`src/rtl/alu8_pkg.sv`:
```
package alu8_pkg;

  typedef enum logic [3:0] {
    OP_ADD  = 4'd0,
    OP_SUB  = 4'd1,
    OP_AND  = 4'd2,
    OP_IOR  = 4'd3,
    OP_XOR  = 4'd4,
    OP_COM  = 4'd5,
    OP_INC  = 4'd6,
    OP_DEC  = 4'd7,
    OP_RLC  = 4'd8,
    OP_RRC  = 4'd9,
    OP_SWP  = 4'd10,
    OP_PASB = 4'd11,
    OP_CLR  = 4'd12,
    OP_BSET = 4'd13,
    OP_BCLR = 4'd14,
    OP_PASA = 4'd15
  } alu_op_e;

  // flag vector layout: [2]=Z, [1]=DC, [0]=C
  localparam int FLAG_N  = 3;
  localparam int FI_C    = 0;
  localparam int FI_DC   = 1;
  localparam int FI_Z    = 2;

  localparam logic [FLAG_N-1:0] FM_NONE = 3'b000;
  localparam logic [FLAG_N-1:0] FM_C    = 3'b001;
  localparam logic [FLAG_N-1:0] FM_Z    = 3'b100;
  localparam logic [FLAG_N-1:0] FM_ALL  = 3'b111;

  function automatic logic [FLAG_N-1:0] mask_of(alu_op_e op);
    case (op)
      OP_ADD, OP_SUB:                 mask_of = FM_ALL;
      OP_AND, OP_IOR, OP_XOR, OP_COM,
      OP_INC, OP_DEC, OP_PASB, OP_CLR: mask_of = FM_Z;
      OP_RLC, OP_RRC:                 mask_of = FM_C;
      default:                        mask_of = FM_NONE;
    endcase
  endfunction

  function automatic logic is_arith(alu_op_e op);
    is_arith = (op == OP_ADD) || (op == OP_SUB) || (op == OP_INC) || (op == OP_DEC);
  endfunction

endpackage

```
`src/rtl/alu8_arith.sv`:
```
module alu8_arith
  import alu8_pkg::*;
#(
  parameter int DW = 8
) (
  input  alu_op_e       op,
  input  logic [DW-1:0] a,
  input  logic [DW-1:0] b,
  output logic [DW-1:0] sum,
  output logic          carry,
  output logic          half_carry
);
  localparam int HALF = DW / 2;

  logic [DW-1:0] x_w, y_w;
  logic          ci_w;
  logic [DW:0]   full_w;
  logic [HALF:0] low_w;

  function automatic logic [DW:0] add_full(logic [DW-1:0] p, logic [DW-1:0] q, logic ci);
    add_full = {1'b0, p} + {1'b0, q} + {{DW{1'b0}}, ci};
  endfunction

  function automatic logic [HALF:0] add_low(logic [HALF-1:0] p, logic [HALF-1:0] q, logic ci);
    add_low = {1'b0, p} + {1'b0, q} + {{HALF{1'b0}}, ci};
  endfunction

  // every arithmetic op is one adder pass: subtract = b + ~a + 1
  always_comb begin
    case (op)
      OP_SUB: begin x_w = b; y_w = ~a;         ci_w = 1'b1; end
      OP_INC: begin x_w = b; y_w = '0;         ci_w = 1'b1; end
      OP_DEC: begin x_w = b; y_w = {DW{1'b1}}; ci_w = 1'b0; end
      default: begin x_w = a; y_w = b;         ci_w = 1'b0; end
    endcase
  end

  assign full_w     = add_full(x_w, y_w, ci_w);
  assign low_w      = add_low(x_w[HALF-1:0], y_w[HALF-1:0], ci_w);
  assign sum        = full_w[DW-1:0];
  assign carry      = full_w[DW];
  assign half_carry = low_w[HALF];

endmodule

```
`src/rtl/alu8_bitops.sv`:
```
module alu8_bitops
  import alu8_pkg::*;
#(
  parameter int DW = 8,
  localparam int BW = $clog2(DW)
) (
  input  alu_op_e       op,
  input  logic [DW-1:0] a,
  input  logic [DW-1:0] b,
  input  logic          cin,
  input  logic [BW-1:0] bsel,
  output logic [DW-1:0] res,
  output logic          cout
);
  localparam int HALF = DW / 2;

  logic [DW-1:0] sel_oh;

  for (genvar i = 0; i < DW; i++) begin : g_dec
    assign sel_oh[i] = (bsel == BW'(i));
  end

  function automatic logic [DW-1:0] rot_l(logic [DW-1:0] v, logic ci);
    rot_l = {v[DW-2:0], ci};
  endfunction

  function automatic logic [DW-1:0] rot_r(logic [DW-1:0] v, logic ci);
    rot_r = {ci, v[DW-1:1]};
  endfunction

  function automatic logic [DW-1:0] swap_h(logic [DW-1:0] v);
    swap_h = {v[HALF-1:0], v[DW-1:HALF]};
  endfunction

  always_comb begin
    cout = cin;
    case (op)
      OP_AND:  res = a & b;
      OP_IOR:  res = a | b;
      OP_XOR:  res = a ^ b;
      OP_COM:  res = ~b;
      OP_RLC:  begin res = rot_l(b, cin); cout = b[DW-1]; end
      OP_RRC:  begin res = rot_r(b, cin); cout = b[0];    end
      OP_SWP:  res = swap_h(b);
      OP_PASB: res = b;
      OP_PASA: res = a;
      OP_BSET: res = b | sel_oh;
      OP_BCLR: res = b & ~sel_oh;
      default: res = '0;
    endcase
  end

endmodule

```
`src/rtl/alu8_status.sv`:
```
module alu8_status
  import alu8_pkg::*;
(
  input  logic              clk,
  input  logic              rst_n,
  input  logic              exec_en,
  input  logic [FLAG_N-1:0] mask,
  input  logic [FLAG_N-1:0] flags_d,
  output logic [FLAG_N-1:0] flags_q
);

  for (genvar i = 0; i < FLAG_N; i++) begin : g_flag
    always_ff @(posedge clk or negedge rst_n) begin
      if (!rst_n)                 flags_q[i] <= 1'b0;
      else if (exec_en && mask[i]) flags_q[i] <= flags_d[i];
    end
  end

  // idle cycles leave every flag alone
  a_r11_hold_idle: assert property (@(posedge clk) disable iff (!rst_n)
    !exec_en |=> flags_q == $past(flags_q));

  // unmasked flags hold through an executed operation
  a_r11_unmasked_hold: assert property (@(posedge clk) disable iff (!rst_n)
    (exec_en && mask == FM_NONE) |=> flags_q == $past(flags_q));

  // a full-mask commit takes every next value
  a_r11_full_load: assert property (@(posedge clk) disable iff (!rst_n)
    (exec_en && mask == FM_ALL) |=> flags_q == $past(flags_d));

endmodule

```
`src/rtl/alu8_core.sv`:
```
module alu8_core
  import alu8_pkg::*;
#(
  parameter int DW = 8,
  localparam int BW = $clog2(DW)
) (
  input  logic              clk,
  input  logic              rst_n,
  input  logic              exec_en,
  input  logic [3:0]        op_code,
  input  logic [DW-1:0]     opa,
  input  logic [DW-1:0]     opb,
  input  logic              carry_in,
  input  logic [BW-1:0]     bit_sel,
  output logic [DW-1:0]     result,
  output logic              z_next,
  output logic              c_next,
  output logic              dc_next,
  output logic [FLAG_N-1:0] flag_mask,
  output logic              z_q,
  output logic              c_q,
  output logic              dc_q
);

  alu_op_e           op_e;
  logic [DW-1:0]     arith_res, bit_res;
  logic              arith_c, arith_dc, bit_c;
  logic              use_arith;
  logic [FLAG_N-1:0] flags_d, flags_q;

  assign op_e      = alu_op_e'(op_code);
  assign use_arith = is_arith(op_e);

  alu8_arith #(.DW(DW)) u_arith (
    .op(op_e), .a(opa), .b(opb),
    .sum(arith_res), .carry(arith_c), .half_carry(arith_dc)
  );

  alu8_bitops #(.DW(DW)) u_bitops (
    .op(op_e), .a(opa), .b(opb), .cin(carry_in), .bsel(bit_sel),
    .res(bit_res), .cout(bit_c)
  );

  assign result    = use_arith ? arith_res : bit_res;
  assign z_next    = (result == '0);
  assign c_next    = use_arith ? arith_c : bit_c;
  assign dc_next   = use_arith ? arith_dc : 1'b0;
  assign flag_mask = mask_of(op_e);

  assign flags_d[FI_Z]  = z_next;
  assign flags_d[FI_DC] = dc_next;
  assign flags_d[FI_C]  = c_next;

  alu8_status u_status (
    .clk(clk), .rst_n(rst_n), .exec_en(exec_en),
    .mask(flag_mask), .flags_d(flags_d), .flags_q(flags_q)
  );

  assign z_q  = flags_q[FI_Z];
  assign dc_q = flags_q[FI_DC];
  assign c_q  = flags_q[FI_C];

  // carry after subtract means no borrow
  a_r2_sub_noborrow: assert property (@(posedge clk) disable iff (!rst_n)
    (op_e == OP_SUB) |-> (c_next == (opb >= opa)));

  // rotate left feeds the carry into bit 0 and bit 7 out
  a_r5_rotl_carry: assert property (@(posedge clk) disable iff (!rst_n)
    (op_e == OP_RLC) |-> (c_next == opb[DW-1] && result[0] == carry_in));

  // bit set touches at most one bit and leaves it high
  a_r9_bit_set_single: assert property (@(posedge clk) disable iff (!rst_n)
    (op_e == OP_BSET) |-> ($countones(result ^ opb) <= 1 && result[bit_sel]));

  // clear yields zero with the zero flag pending
  a_r8_clear_zero: assert property (@(posedge clk) disable iff (!rst_n)
    (op_e == OP_CLR) |-> (result == '0 && z_next && flag_mask == FM_Z));

endmodule

```
`config.mk`:
```
export PLATFORM = sky130hd
export DESIGN_NAME = alu8_core
export DESIGN_NICKNAME = d
export VERILOG_FILES = /design/src/rtl/alu8_pkg.sv /design/src/rtl/alu8_arith.sv /design/src/rtl/alu8_bitops.sv /design/src/rtl/alu8_status.sv /design/src/rtl/alu8_core.sv
export SDC_FILE = /design/constraint.sdc
export NUM_CORES = 1
export LEC_CHECK = 0
export BUFFER_PORTS_ARGS = -buffer_cell sky130_fd_sc_hd__buf_4
export CAP_MARGIN = 20
export CORE_MARGIN = 2
export CORE_UTILIZATION = 30
export DETAILED_ROUTE_END_ITERATION = 6
export GPL_TIMING_DRIVEN = 1
export PLACE_DENSITY = 0.6
export SYNTH_ARGS = -nofsm -noshare
export SYNTH_HDL_FRONTEND = slang
export SYNTH_SLANG_ARGS = --single-unit
```
`constraint.sdc`:
```
create_clock -name clk -period 6.3 [get_ports clk]
set_input_delay 0.945 -clock clk [delete_from_list [all_inputs] [get_ports clk]]
set_output_delay 0.945 -clock clk [all_outputs]
set_load 0.02 [all_outputs]
```
Word-level counts from Yosys, hierarchy flattened

Memories as Yosys holds them, arrays and structs flattened.
Index checks and enable logic that the tools add are counted.

Add/subtract/negate cells: 4
Eq/ne operators: 21
Multiplexer cells: 8
Bitwise gates (word level): 8
Reduce and logical (&&, ||, !) cells: 11

Operators by type and width:

| kind                 | number |
|---|---|
| $pmux W8 S11         | 1 |
| $eq A4 B4 Y1 const B | 7 |
| $not A8 Y8           | 3 |
| $pmux W8 S3          | 1 |
| $and A8 B8 Y8        | 2 |
| $eq A4 B3 Y1 const B | 4 |
| $mux W8              | 2 |
| $or A8 B8 Y8         | 2 |
| $eq A3 B3 Y1 const B | 4 |
| $add A8 B8 Y9        | 1 |
| $add A9 B1 Y9        | 1 |
| $eq A4 B2 Y1 const B | 2 |
| $logic_not A8 Y1     | 1 |
| $xor A8 B8 Y8        | 1 |
| $eq A3 B2 Y1 const B | 2 |
| $add A4 B4 Y5        | 1 |
| $add A5 B1 Y5        | 1 |
| $eq A4 B1 Y1 const B | 1 |
| $logic_not A4 Y1     | 1 |
| $eq A3 B1 Y1 const B | 1 |
| $logic_and A1 B1 Y1  | 3 |
| $logic_not A3 Y1     | 1 |
| $logic_or A1 B1 Y1   | 3 |
| $mux W1              | 3 |
| other kinds (3)      | 3 |

Register bits: 3
ROM bits: 48
Output and inout bits: 17
Memories: 1

Memories:

| memory          | words | bits a word | rd ports | clocked after Yosys merged registers in | wr ports | line           | text |
|---|---|---|---|---|---|---|---|
| (no name shown) | 16    | 3           | 1        | 0                                       | 0        | alu8_pkg.sv:34 | `case (op)` |

Longest topological paths before layout

Depth after elaboration: 7
Mapped depth: 19

Modules after synthesis

From an unflattened synthesis, not the netlist that was laid out.

Cells, all modules: 328
Area, all modules: 2386.0 um^2

By module, submodules not included:

| module      | instances | cells an instance | area an instance (um^2) |
|---|---|---|---|
| alu8_bitops | 1         | 185               | 1192.4 |
| alu8_arith  | 1         | 104               | 762.0 |
| alu8_core   | 1         | 30                | 300.3 |
| alu8_status | 1         | 9                 | 131.4 |

Worst setup path after synthesis

No wires, ideal clock.

Path kind: input-to-output
From: input op_code[1]
To: output z_next
Data arrival time: 5.442 ns
Data required time: 5.355 ns
Slack: -0.087 ns
Stages on the path: 18
Path buffers: 6
Path through: clkbuf_1 -> buf_6 -> clkbuf_1 -> buf_1 -> clkbuf_1 -> clkbuf_1 -> o211ai_1 -> a21oi_1 -> fa_1 -> inv_1 -> fa_1 -> nand2b_1 -> a21oi_1 -> xor2_1 -> a32oi_1 -> nand3_1 -> or4_4 -> nor3_1

Longest elaborated chain between the ends: 7

RTL lines:

| item                                                | line                             | text |
|---|---|---|
| start: declaration                                  | alu8_core.sv:10                  | `input logic [3:0] op_code,` |
| $eq A4 B1 Y1 / $eq A4 B3 Y1 (equally long branches) | alu8_pkg.sv:44, alu8_arith.sv:30 |  |
| $reduce_or A3 Y1 (no source line)                   | -                                |  |
| $mux W8                                             | alu8_arith.sv:30                 | `case (op)` |
| $add A8 B8 Y9                                       | alu8_arith.sv:21                 | `add_full = {1'b0, p} + {1'b0, q} + {{DW{1'b0}}, ci};` |
| $add A9 B1 Y9                                       | alu8_arith.sv:21                 |  |
| $mux W8 *                                           | alu8_core.sv:44                  | `assign result = use_arith ? arith_res : bit_res;` |
| net result[4]                                       | alu8_core.sv:15                  | `output logic [DW-1:0] result,` |
| $logic_not A8 Y1 *                                  | alu8_core.sv:45                  | `assign z_next = (result == '0);` |
| end: declaration                                    | alu8_core.sv:16                  | `output logic z_next,` |

The timed path passes the listed nets; every way through them passes the cells marked *.

Worst setup path after layout

From: input op_code[2]
To: output z_next

Longest elaborated chain between the ends: 7

RTL lines:

| item                                                | line |
|---|---|
| $eq A4 B1 Y1 / $eq A4 B3 Y1 (equally long branches) | alu8_pkg.sv:44, alu8_arith.sv:30 |
| $reduce_or A3 Y1 (no source line)                   | - |
| $mux W8                                             | alu8_arith.sv:30 |
| $add A8 B8 Y9                                       | alu8_arith.sv:21 |
| $add A9 B1 Y9                                       | alu8_arith.sv:21 |
| $mux W8 *                                           | alu8_core.sv:44 |
| $logic_not A8 Y1 *                                  | alu8_core.sv:45 |

Mark *: on every way between the ends. The rest lies on a longest branch, timed or not.

==> metrics.yaml <==
status:
  status: "complete, no violations"
critical_path:
  end_kind: "output pin"
  critPathLaunchType: "input port"
  critPathMaxFanout: 15
  worstSetupPathType: "input port to output pin"
  cp_data_arrival_time_ps: 4820
  worstPathRequired_ps: 5350
  reg2reg_depth: 1
timing:
  fin_setup_tns_ps: 0
  grt_setup_unrepaired: "false"
  period_needed_ps: 5770
  slew_headroom: 0.504
  max_freq_ghz: 0.173
  skew_ps: 0
  tightestPinTransition_ps: 743
  hold_viol: 0
  report.final.slew_viol_count: 0
  fin_crit_sh: 0.916
  setup_viol: 0
synth:
  seq_area_frac_synth: 0.0351
  synthCells: 316
  synth_seq_cells: 3
  syn_nets: 352
  synth_warnings: 0
  syn_area_um2: 2140
  synthArstFlopShare: 1.00
  synth_top_area_share: 0.0585
  yosysTopAreaCell: "a21oi_1"
  synth_cell_type_count: 66
  synth_enable_flop_cells: 0
  ys.flop_type: "dfrtp_1"
  synthTopCellsByArea: "a21oi_1, mux2_2, nand2_1, nor2_1, a221o_1"
  synth_area_per_cell_um2: 6.77
clock_tree:
  clock_latency_ps: 210
  hold_buffers: 0
  cts_max_level: 1
  cts_made_buffers: 3
  root_buffer: "clkbuf_8"
  cts_buffer_depth: 2
  post_cts_resized: 0
  clk_pin_slew_ps: 30
  cts_tree: "yes"
  cts_sinks: 3
  cts_setup_buffers: 0
final_layout:
  largestRegisters: "u_status.flags_q: 3 flops"
  synthToLayoutAreaGrowth_pct: 18.2
  largest_reg_flops: 3
  antennaDiodeCount: 0
  final_common_cell: "buf_4"
  drive_above_1_share: 0.238
  fillers: 769
  mostFrequentLayoutCells: "buf_4, nand2_1, nor2_1, a21oi_1, o21ai_0"
  layout.nets: 378
  largest_register: "u_status.flags_q"
detailed_routing:
  via_per_inst: 6.17
  ant_nets: 0
  dr.pass1.iters: 5
  wl_per_cell_um: 18.9
  routed_wl_mm: 8.28
  num_vias: 2696
  drcViolationCount: 0
  drt_iter0_markers: 333
power_and_ir_drop:
  sw_frac_of_total: 0.493
  p_seq_frac: 0.074
  leakagePower_nw: 0.995
  cell_internal_pwr_mw: 0.172
  clkPwrFrac: 0.167
  p_switching_mw: 0.167
  vdd_drop_max_mv: 0.0494
  power_mw: 0.339
  power.share.combinational: 0.759
  powerDensity_nw_per_um2: 134
hold_path:
  whs_path_depth: 1
  hold_class: "register to register"
global_routing:
  overflow: 0
  grt_pass1_vias: 2452
  antenna_found_initial: 0
  grt_pass1_wl_mm: 13.0
  track_usage: 0.214
  grt_max_degree: 51
die:
  rows: 30
  die_y_um: 88.4
  dieArea_um2: 7820
  top_level_ports: 44
  floorplan.initialDensity: 0.313
  die_w_um: 88.4
  core_area_um2: 6830
placement:
  dp_hpwl_mm: 6.27
  portBuffers: 43
  gp_congestion: 0.992
job:
  drv_cap: 0
## critical path, cell delays in order
cell and delay [ps]:
buf_4 170, nor2b_1 200, or3_1 480, nor2_1 190, mux2_2 360, fa_1 440
inv_1 100, fa_1 200, nand2b_1 120, a21oi_1 140, xor2_1 190, a32oi_1 200
nand3_1 170, or4_4 600, nor3_2 170, buf_4 160
## metrics by stage
| step | hold WS (ps) | util | instances | worst slack, ps | area [µm²] |
|---|---|---|---|---|---|
| 3_5_place_dp | 472 | 0.363 | 433 | 578 | 2480 |
| 6_report | 500 | 0.370 | 437 | 531 | 2530 |
| 5_1_grt | 504 | 0.370 | 437 | 320 | 2530 |
| 4_1_cts | 505 | 0.370 | 437 | 572 | 2530 |
| 3_3_place_gp | 467 | 0.363 | 433 | 668 | 2480 |
| 2_1_floorplan | 589 | - | 316 | 77.2 | 2140 |
## logic make-up after synthesis
group                    after synthesis  synth area share
adder cells (fa/ha/maj)                9            0.0597
XOR/XNOR                               9            0.0369
AND/OR/NAND/NOR                      126             0.317
flip-flops                             3            0.0351
AO/OA/AOI/OAI                        113             0.380
multiplexers                          14            0.0720
buffers and inverters                 42            0.0995
## metal layers
layer / part of all wire / global-route usage
met1: 0.45 / 0.297
met3: 0.056 / 0.0243
met4: 0.034 / 0.0882
met5: 0 / 0
met2: 0.46 / 0.334
## path summary, 6_finish.rpt
check	end	slack [ps]	from
setup / recovery	z_next	530	op_code[2]
hold / removal	u_status.flags_q[1]$_DFFE_PN0P_	500	u_status.flags_q[1]$_DFFE_PN0P_
setup reg to reg	u_status.flags_q[0]$_DFFE_PN0P_	5560	u_status.flags_q[0]$_DFFE_PN0P_
hold reg to reg	u_status.flags_q[1]$_DFFE_PN0P_	500	u_status.flags_q[1]$_DFFE_PN0P_
max in group asynchronous	u_status.flags_q[0]$_DFFE_PN0P_	5690	rst_n
min in group asynchronous	u_status.flags_q[2]$_DFFE_PN0P_	510	rst_n
## synthesized netlist by cell type, types with 4 or more instances
cell and count:
clkbuf_1 18, nand4_1 7, a211oi_1 5, ha_1 7
nand2b_1 7, o2111ai_1 4, a221o_1 9, inv_1 11
nor3_1 9, o22ai_1 7, o21ai_0 16, nand3_1 9
nand2_1 28, nor3b_1 6, a21oi_1 25, mux2_2 11
buf_6 5, o211ai_1 11, xnor2_1 4, nand3b_1 6
nor2b_1 9, xor2_1 5, nor2_1 25, a32oi_1 4
## layout make-up
class                      count  area, µm²  share of cell area
sequential                     3       75.1              0.0297
multi-input combinational    271       1860               0.734
timing repair buffer          52        390               0.154
inverter                      11       41.3              0.0163
clock buffer                   4       45.0              0.0178
tap                           96        120              0.0475
## power groups by stage
stage | combinational (mW) | clock (mW) | sequential [mW]
floorplan | 0.163 | 0 | 0.0301
global placement | 0.251 | 0 | 0.0252
detailed placement | 0.252 | 0 | 0.0253
CTS | 0.254 | 0.0582 | 0.0251
global route | 0.277 | 0.0618 | 0.0255
finish | 0.257 | 0.0565 | 0.0250
No activity file was read; power rests on OpenSTA's default activity.
